<file path="src/rtl/crc_pkg.sv">
package crc_pkg;
  localparam int CRC_W = 32;

  typedef enum logic [2:0] {
    A_CTRL    = 3'd0,
    A_STAT    = 3'd1,
    A_POLY_LO = 3'd2,
    A_POLY_HI = 3'd3,
    A_DATA_LO = 3'd4,
    A_DATA_HI = 3'd5,
    A_RES_LO  = 3'd6,
    A_RES_HI  = 3'd7
  } reg_addr_e;

  // n-bit mask where n = ord_m1 + 1
  function automatic logic [CRC_W-1:0] order_mask(input logic [4:0] ord_m1);
    logic [CRC_W:0] m;
    m = ({{CRC_W{1'b0}}, 1'b1} << ({1'b0, ord_m1} + 6'd1)) - 1'b1;
    return m[CRC_W-1:0];
  endfunction

  function automatic logic [CRC_W-1:0] crc_bit(input logic [CRC_W-1:0] c, input logic d,
                                               input logic [CRC_W-1:0] taps,
                                               input logic [4:0] ord_m1);
    logic [CRC_W-1:0] mask, nxt;
    logic fb;
    mask = order_mask(ord_m1);
    fb   = c[ord_m1] ^ d;
    nxt  = (c << 1) & mask;
    if (fb) nxt = nxt ^ (taps & mask);
    return nxt;
  endfunction

  function automatic logic [5:0] width_bits(input logic [1:0] wsel);
    case (wsel)
      2'd0:    return 6'd8;
      2'd1:    return 6'd16;
      default: return 6'd32;
    endcase
  endfunction
endpackage

</file>
<file path="src/rtl/crc_fifo.sv">
module crc_fifo #(
  parameter int DW      = 32,
  parameter int ENTRIES = 16,
  localparam int AW = $clog2(ENTRIES),
  localparam int CW = $clog2(ENTRIES + 1)
) (
  input  logic          clk,
  input  logic          rst_n,
  input  logic          push,
  input  logic          pop,
  input  logic [DW-1:0] din,
  input  logic [CW-1:0] limit,
  output logic [DW-1:0] dout,
  output logic          full,
  output logic          empty
);
  logic [DW-1:0] mem [ENTRIES];
  logic [AW-1:0] wp, rp;
  logic [CW-1:0] cnt;

  assign full  = (cnt == limit);
  assign empty = (cnt == '0);
  assign dout  = mem[rp];

  always_ff @(posedge clk) begin
    if (push) mem[wp] <= din;
  end

  always_ff @(posedge clk or negedge rst_n) begin
    if (!rst_n) begin
      wp  <= '0;
      rp  <= '0;
      cnt <= '0;
    end else begin
      if (push) wp <= wp + 1'b1;
      if (pop)  rp <= rp + 1'b1;
      case ({push, pop})
        2'b10:   cnt <= cnt + 1'b1;
        2'b01:   cnt <= cnt - 1'b1;
        default: cnt <= cnt;
      endcase
    end
  end
endmodule

</file>
<file path="src/rtl/crc_shifter.sv">
module crc_shifter
  import crc_pkg::*;
(
  input  logic             clk,
  input  logic             rst_n,
  input  logic             load,
  input  logic [CRC_W-1:0] word,
  input  logic [5:0]       wbits,
  input  logic             lsb_first,
  input  logic [CRC_W-1:0] taps,
  input  logic [4:0]       ord_m1,
  input  logic             seed_we_lo,
  input  logic             seed_we_hi,
  input  logic [15:0]      seed,
  output logic [CRC_W-1:0] crc,
  output logic             shifting,
  output logic             last
);
  logic [CRC_W-1:0] sbuf, aligned, rev;
  logic [4:0]       cnt;
  logic [CRC_W-1:0] step1, step2;

  always_comb begin
    for (int i = 0; i < CRC_W; i++) rev[i] = word[CRC_W-1-i];
    aligned = lsb_first ? rev : (word << (6'(CRC_W) - wbits));
  end

  assign step1 = crc_bit(crc, sbuf[CRC_W-1], taps, ord_m1);
  assign step2 = crc_bit(step1, sbuf[CRC_W-2], taps, ord_m1);
  assign last  = shifting && (cnt == 5'd1);

  always_ff @(posedge clk or negedge rst_n) begin
    if (!rst_n) begin
      sbuf     <= '0;
      cnt      <= '0;
      shifting <= 1'b0;
      crc      <= '0;
    end else begin
      if (shifting) crc <= step2;
      else begin
        if (seed_we_lo) crc[15:0]  <= seed;
        if (seed_we_hi) crc[31:16] <= seed;
      end
      if (load) begin
        sbuf     <= aligned;
        cnt      <= wbits[5:1];
        shifting <= 1'b1;
      end else if (shifting) begin
        sbuf <= sbuf << 2;
        cnt  <= cnt - 1'b1;
        if (last) shifting <= 1'b0;
      end
    end
  end
endmodule

</file>
<file path="src/rtl/crc_engine.sv">
module crc_engine
  import crc_pkg::*;
#(
  parameter int FIFO_BITS = 128,
  localparam int ENTRIES = FIFO_BITS / 8,
  localparam int CW = $clog2(ENTRIES + 1)
) (
  input  logic        clk,
  input  logic        rst_n,
  input  logic        bus_we,
  input  logic [2:0]  bus_addr,
  input  logic [15:0] bus_wdata,
  output logic [15:0] bus_rdata,
  output logic        irq
);
  logic             cfg_run, cfg_lsb, cfg_irq_done;
  logic [1:0]       cfg_wsel;
  logic [4:0]       cfg_plen;
  logic [CRC_W-1:0] cfg_poly;
  logic [15:0]      held_lo;
  logic             ovf_flag;

  logic             fifo_full, fifo_empty, push, pop, data_wr, wide;
  logic [CRC_W-1:0] fifo_din, fifo_dout, crc, crc_masked;
  logic [CW-1:0]    limit;
  logic [5:0]       wbits;
  logic             shifting, last, engaged, empty_evt, irq_set;

  assign wbits   = width_bits(cfg_wsel);
  assign wide    = (wbits == 6'd32);
  assign limit   = CW'(ENTRIES) >> ((cfg_wsel == 2'd3) ? 2'd2 : cfg_wsel);
  assign engaged = shifting || !fifo_empty;

  assign data_wr  = bus_we && ((bus_addr == A_DATA_LO && !wide) || (bus_addr == A_DATA_HI && wide));
  assign push     = data_wr && !fifo_full;
  assign fifo_din = wide ? {bus_wdata, held_lo}
                         : (wbits == 6'd16) ? {16'h0, bus_wdata} : {24'h0, bus_wdata[7:0]};
  assign pop      = cfg_run && !fifo_empty && (!shifting || last);

  crc_fifo #(.DW(CRC_W), .ENTRIES(ENTRIES)) u_fifo (
    .clk(clk), .rst_n(rst_n), .push(push), .pop(pop), .din(fifo_din),
    .limit(limit), .dout(fifo_dout), .full(fifo_full), .empty(fifo_empty)
  );

  crc_shifter u_shift (
    .clk(clk), .rst_n(rst_n), .load(pop), .word(fifo_dout), .wbits(wbits),
    .lsb_first(cfg_lsb), .taps(cfg_poly), .ord_m1(cfg_plen),
    .seed_we_lo(bus_we && bus_addr == A_RES_LO && !engaged),
    .seed_we_hi(bus_we && bus_addr == A_RES_HI && !engaged),
    .seed(bus_wdata), .crc(crc), .shifting(shifting), .last(last)
  );

  // FIFO-empty event: the pop that removes the last pending word
  logic [CW-1:0] pending;
  always_ff @(posedge clk or negedge rst_n) begin
    if (!rst_n) pending <= '0;
    else if (push && !pop) pending <= pending + 1'b1;
    else if (pop && !push) pending <= pending - 1'b1;
  end
  assign empty_evt = pop && !push && (pending == CW'(1));
  assign irq_set   = cfg_irq_done ? last : empty_evt;

  always_ff @(posedge clk or negedge rst_n) begin
    if (!rst_n) begin
      cfg_run <= 1'b0; cfg_lsb <= 1'b0; cfg_irq_done <= 1'b0;
      cfg_wsel <= '0; cfg_plen <= '0; cfg_poly <= '0;
      held_lo <= '0; ovf_flag <= 1'b0; irq <= 1'b0;
    end else begin
      if (bus_we && bus_addr == A_CTRL) begin
        cfg_run <= bus_wdata[0];
        if (!engaged) begin
          cfg_lsb      <= bus_wdata[1];
          cfg_irq_done <= bus_wdata[2];
          cfg_wsel     <= bus_wdata[4:3];
          cfg_plen     <= bus_wdata[12:8];
        end
      end
      if (bus_we && bus_addr == A_POLY_LO && !engaged) cfg_poly[15:0]  <= bus_wdata;
      if (bus_we && bus_addr == A_POLY_HI && !engaged) cfg_poly[31:16] <= bus_wdata;
      if (bus_we && bus_addr == A_DATA_LO) held_lo <= bus_wdata;
      ovf_flag <= (data_wr && fifo_full) ||
                  (ovf_flag && !(bus_we && bus_addr == A_STAT && bus_wdata[2]));
      irq <= irq_set || (irq && !(bus_we && bus_addr == A_STAT && bus_wdata[4]));
    end
  end

  assign crc_masked = crc & order_mask(cfg_plen);

  always_comb begin
    case (bus_addr)
      A_CTRL:    bus_rdata = {3'b0, cfg_plen, 3'b0, cfg_wsel, cfg_irq_done, cfg_lsb, cfg_run};
      A_STAT:    bus_rdata = {11'b0, irq, engaged, ovf_flag, fifo_full, fifo_empty};
      A_POLY_LO: bus_rdata = cfg_poly[15:0];
      A_POLY_HI: bus_rdata = cfg_poly[31:16];
      A_RES_LO:  bus_rdata = crc_masked[15:0];
      A_RES_HI:  bus_rdata = crc_masked[31:16];
      default:   bus_rdata = 16'h0;
    endcase
  end
endmodule

</file>
<file path="config.mk">
export PLATFORM = sky130hd
export DESIGN_NAME = crc_engine
export DESIGN_NICKNAME = d
export VERILOG_FILES = /design/src/rtl/crc_pkg.sv /design/src/rtl/crc_fifo.sv /design/src/rtl/crc_shifter.sv /design/src/rtl/crc_engine.sv
export SDC_FILE = /design/constraint.sdc
export NUM_CORES = 1
export LEC_CHECK = 0
export ABC_CLOCK_PERIOD_IN_PS = 14780
export BUFFER_PORTS_ARGS = -buffer_cell sky130_fd_sc_hd__buf_2
export CORE_ASPECT_RATIO = 1.25
export CORE_MARGIN = 8
export CORE_UTILIZATION = 30
export CTS_BUF_LIST = sky130_fd_sc_hd__clkbuf_4
export DETAILED_ROUTE_END_ITERATION = 10
export HOLD_SLACK_MARGIN = 0.08
export SLEW_MARGIN = 20
export SYNTH_ARGS = -nofsm -noshare
export SYNTH_HDL_FRONTEND = slang
export SYNTH_SLANG_ARGS = --single-unit
export TNS_END_PERCENT = 100
</file>
<file path="constraint.sdc">
create_clock -name clk -period 14.78 [get_ports clk]
set_clock_uncertainty 0.05 [all_clocks]
set_input_delay 2.217 -clock clk [delete_from_list [all_inputs] [get_ports clk]]
set_output_delay 2.217 -clock clk [all_outputs]
set_load 0.1 [all_outputs]
</file>
==> results.md <==
- Relative slew slack: 25.5%
- CTS Buffer Depth: 3
- CTS Buf Count: 161
- Seq pwr share: 38.2%
- Crit path from: cfg_plen[0]
- Hold buffer count at CTS: 0
- Starting Density: 30.2%
- Hold_sp: pending[4]
- Initial DRC count: 1610
- R2R depth: 17
- Worst-path clk slew: 60 ps
- Leading cell types in the layout, fill and taps excluded: edfxtp_1 (512), clkbuf_4 (225), nand2_1 (193)
- Share of layout cells above drive strength 1: 26.5%
- Area of the core: 100000 µm²
- Nets@finish: 2198
- Pin count of the biggest net entering global routing: 76
- Global-route wire length before repair: 130000 µm
- Sink Count: between 600 and 700
- Fin Hold WS: roughly 430 ps
- Post-Syn Instances: 2036
- M1 WL: around 34000 µm
- Reg-to-Reg Start: cfg_plen[0]
- Vias per std cell: ~5.3
- Setup_tns: 0 ps
- Highest clock rate: 138 MHz
- Net Count, Synth: slightly above 2000
- Unique masters post-synth: 73
- CTS tree: yes
- Worst reg2reg setup slack: 8360 ps
- Critical Path AT: 4960 ps
- Clk pwr share: between 20% and 30%
- Cell Area, Synth: 30200 µm²
- Critical path capture point type: output port
- Initial antenna violation count: 4
- Vias in the first global route: 19900
- Final period util: 48.9%
- Worst-margin pin slew: between 1000 and 1500 ps
- YS warnings: 0
- Worst-path maximum fanout: 25
- Post-CTS setup buffer count: 0
- Switching share of power: 39.9%
- Die Area: 111000 µm²
- Met3 wire len: 5030 µm
- Die Y: around 370 µm
- Worst hold-check path type: reg -> reg
- Ranking of synthesized cells by area: edfxtp_1 (51%), mux4_2 (12%), dfrtp_1 (12%)
- Tot GR Track Use: about 15%
- # rows: 130
- Final setup viols: 0
- CP required: 12510 ps
- Outcome: complete, no violations
- Switching Power: 2.77 mW
- Post-DP HPWL: roughly 53000 µm
- FFs w/ async S/R, synth: 22.4%
- Synthesis-to-finish area growth: 13.1%
- Pre-Repair DR Iteration Count: 6
- Tmin final: around 7200 ps
- Startpoint class of the critical path: flop
- Slew Viols, Final: 0
- Max layer used: met4
- Die width: 300 µm
- WS Path Type: reg -> out
- Length of routed met2 wiring: ~44000 µm
- Post-synth EDFFs: 512
- H-tree levels: 4
- Pwr/cell area: 204 nW/µm²
- Max Cap Violations: 0
- Reg-to-Reg End: u_shift.crc[16]
- Leading cell type in the layout, fill and taps excluded: edfxtp_1
- Post-route ant nets: 0
- Sequential area share after synthesis: 63.3%
- Synthesized flop and latch total: 660
- IO Port Bufs: 38
- Combinational fraction of design power: 40.0%
- Root buffer cell: clkbuf_4
- Share of the synthesized area in the top cell type: 51.0%
- Remaining Overflow, GRT: 0
- Gp weighted congestion: about 0.94
- DR DRC count: 0
- Post-CTS sizing: 0
- Endpoint, Worst Hold: pending[4]
- Syn avg cell area: 14.8 µm²
- RSZ-0062 raised after global routing: false
- WL/cell: 24.2 µm
- DR vias: roughly 19000
- Power Internal: 4.18 mW
- Hold path depth: 1
- Routed Wire Length: 87100 µm
- Post-synth top area cell: edfxtp_1
- Peak supply drop: 0.000115 V
- Ys flop type: edfxtp_1
- Leakage power: roughly 12 nW
- IO Pins: 39
- Final Hold Fails: 0
- Worst-Skew Late Latency: 980 ps
cells in the mapped netlist (all sizes together), types with 6 or more instances:
library cell    n
ha             17
mux2           60
clkbuf        100
nor2b          10
a22oi          23
a211oi         81
and2           32
nor3b          12
o221ai         18
a211o           7
a21oi          66
nor3           34
nand4           9
nand3          28
nor2          127
nand2         194
mux2i          50
edfxtp        512
a31oi          10
nand2b         22
o21ai          70
a21o           10
inv            30
a32o            8
buf            31
or3             7
xnor2          36
o211ai          6
a21boi         10
xor2           26
mux4          165
dfrtp         148
o22ai           8
power groups by stage:
stage	Combinational (mW)	Sequential, mW	Clock, mW
after global routing	3.00	2.68	1.65
after floorplan	2.08	2.49	0
after detailed placement	2.78	2.69	0
final	2.78	2.65	1.51
after CTS	2.79	2.65	1.56
after global placement	2.72	2.68	0
how the worst max path moves through the flow:
stage                               end  slack (ps)  depth (start not counted)
after floorplan            bus_rdata[7]        5990                          4
after global placement     bus_rdata[5]        8050                          6
after detailed placement   bus_rdata[7]        8010                          4
after CTS                 bus_rdata[14]        7520                          9
after global routing      bus_rdata[14]        7190                          9
final                     bus_rdata[14]        7560                          9
state kept, by name, summed over array words and instances (netlist names):
name              count
held_lo              16
u_shift.shifting      1
u_shift.crc          32
irq                   1
u_shift.sbuf         32
cfg_run               1
cfg_poly             32
cfg_wsel              2
cfg_lsb               1
u_fifo.rp             4
u_shift.cnt           5
u_fifo.wp             4
cfg_irq_done          1
pending               5
u_fifo.cnt            5
u_fifo.mem          512
ovf_flag              1
cfg_plen              5
through the flow:
stage	setup slack, ps	util, %	instances	cell area, µm²	power [mW]
finish	7560	34.1	3605	34100	6.94
global placement	8050	32.0	3315	32000	5.39
CTS	7520	34.1	3600	34100	7.00
detailed placement	8010	32.0	3315	32000	5.47
global route	7190	34.1	3604	34100	7.33
floorplan	5990	-	2036	30200	4.57
cells by family (layout without fill, tap and decap cells):
logic type / after synthesis / after routing / share of synthesized area [%]
and+or+nand+nor: 506 / 506 / 7.84
AOI/OAI and AO/OA: 351 / 351 / 7.89
buffers and inverters: 163 / 407 / 2.12
muxes: 275 / 275 / 16.2
adders and majority gates: 18 / 18 / 0.772
DFF: 660 / 660 / 63.3
xor gates and xnor gates: 62 / 62 / 1.89
other: 1 / 6 / 0.0124
per-layer routing:
metal / track usage (%) / vias to the layer above
met5: 0 / -
met4: 7.44 / 0
met3: 3.51 / 208
met2: 26.5 / 769
met1: 18.4 / 9969
li1: - / 8293
critical path: stages, from the launching register on:
cell	delay, ps
dfrtp_1	1040
nor2_1	420
nand2_1	170
ha_1	570
nor2b_1	180
a21bo_2	250
a31oi_1	510
o22ai_1	240
a32o_1	280
buf_2	300
final cells by class:
class	instances	area, µm²
diodes	5	12.5
clock buffers	225	1690
clock inverters	60	367
fillers	9655	65900
inverters	32	120
multi-input cells	1213	10600
flip-flops and latches	660	19100
well taps	1320	1650
repair buffers	90	591
No activity file was read; power rests on OpenSTA's default activity.
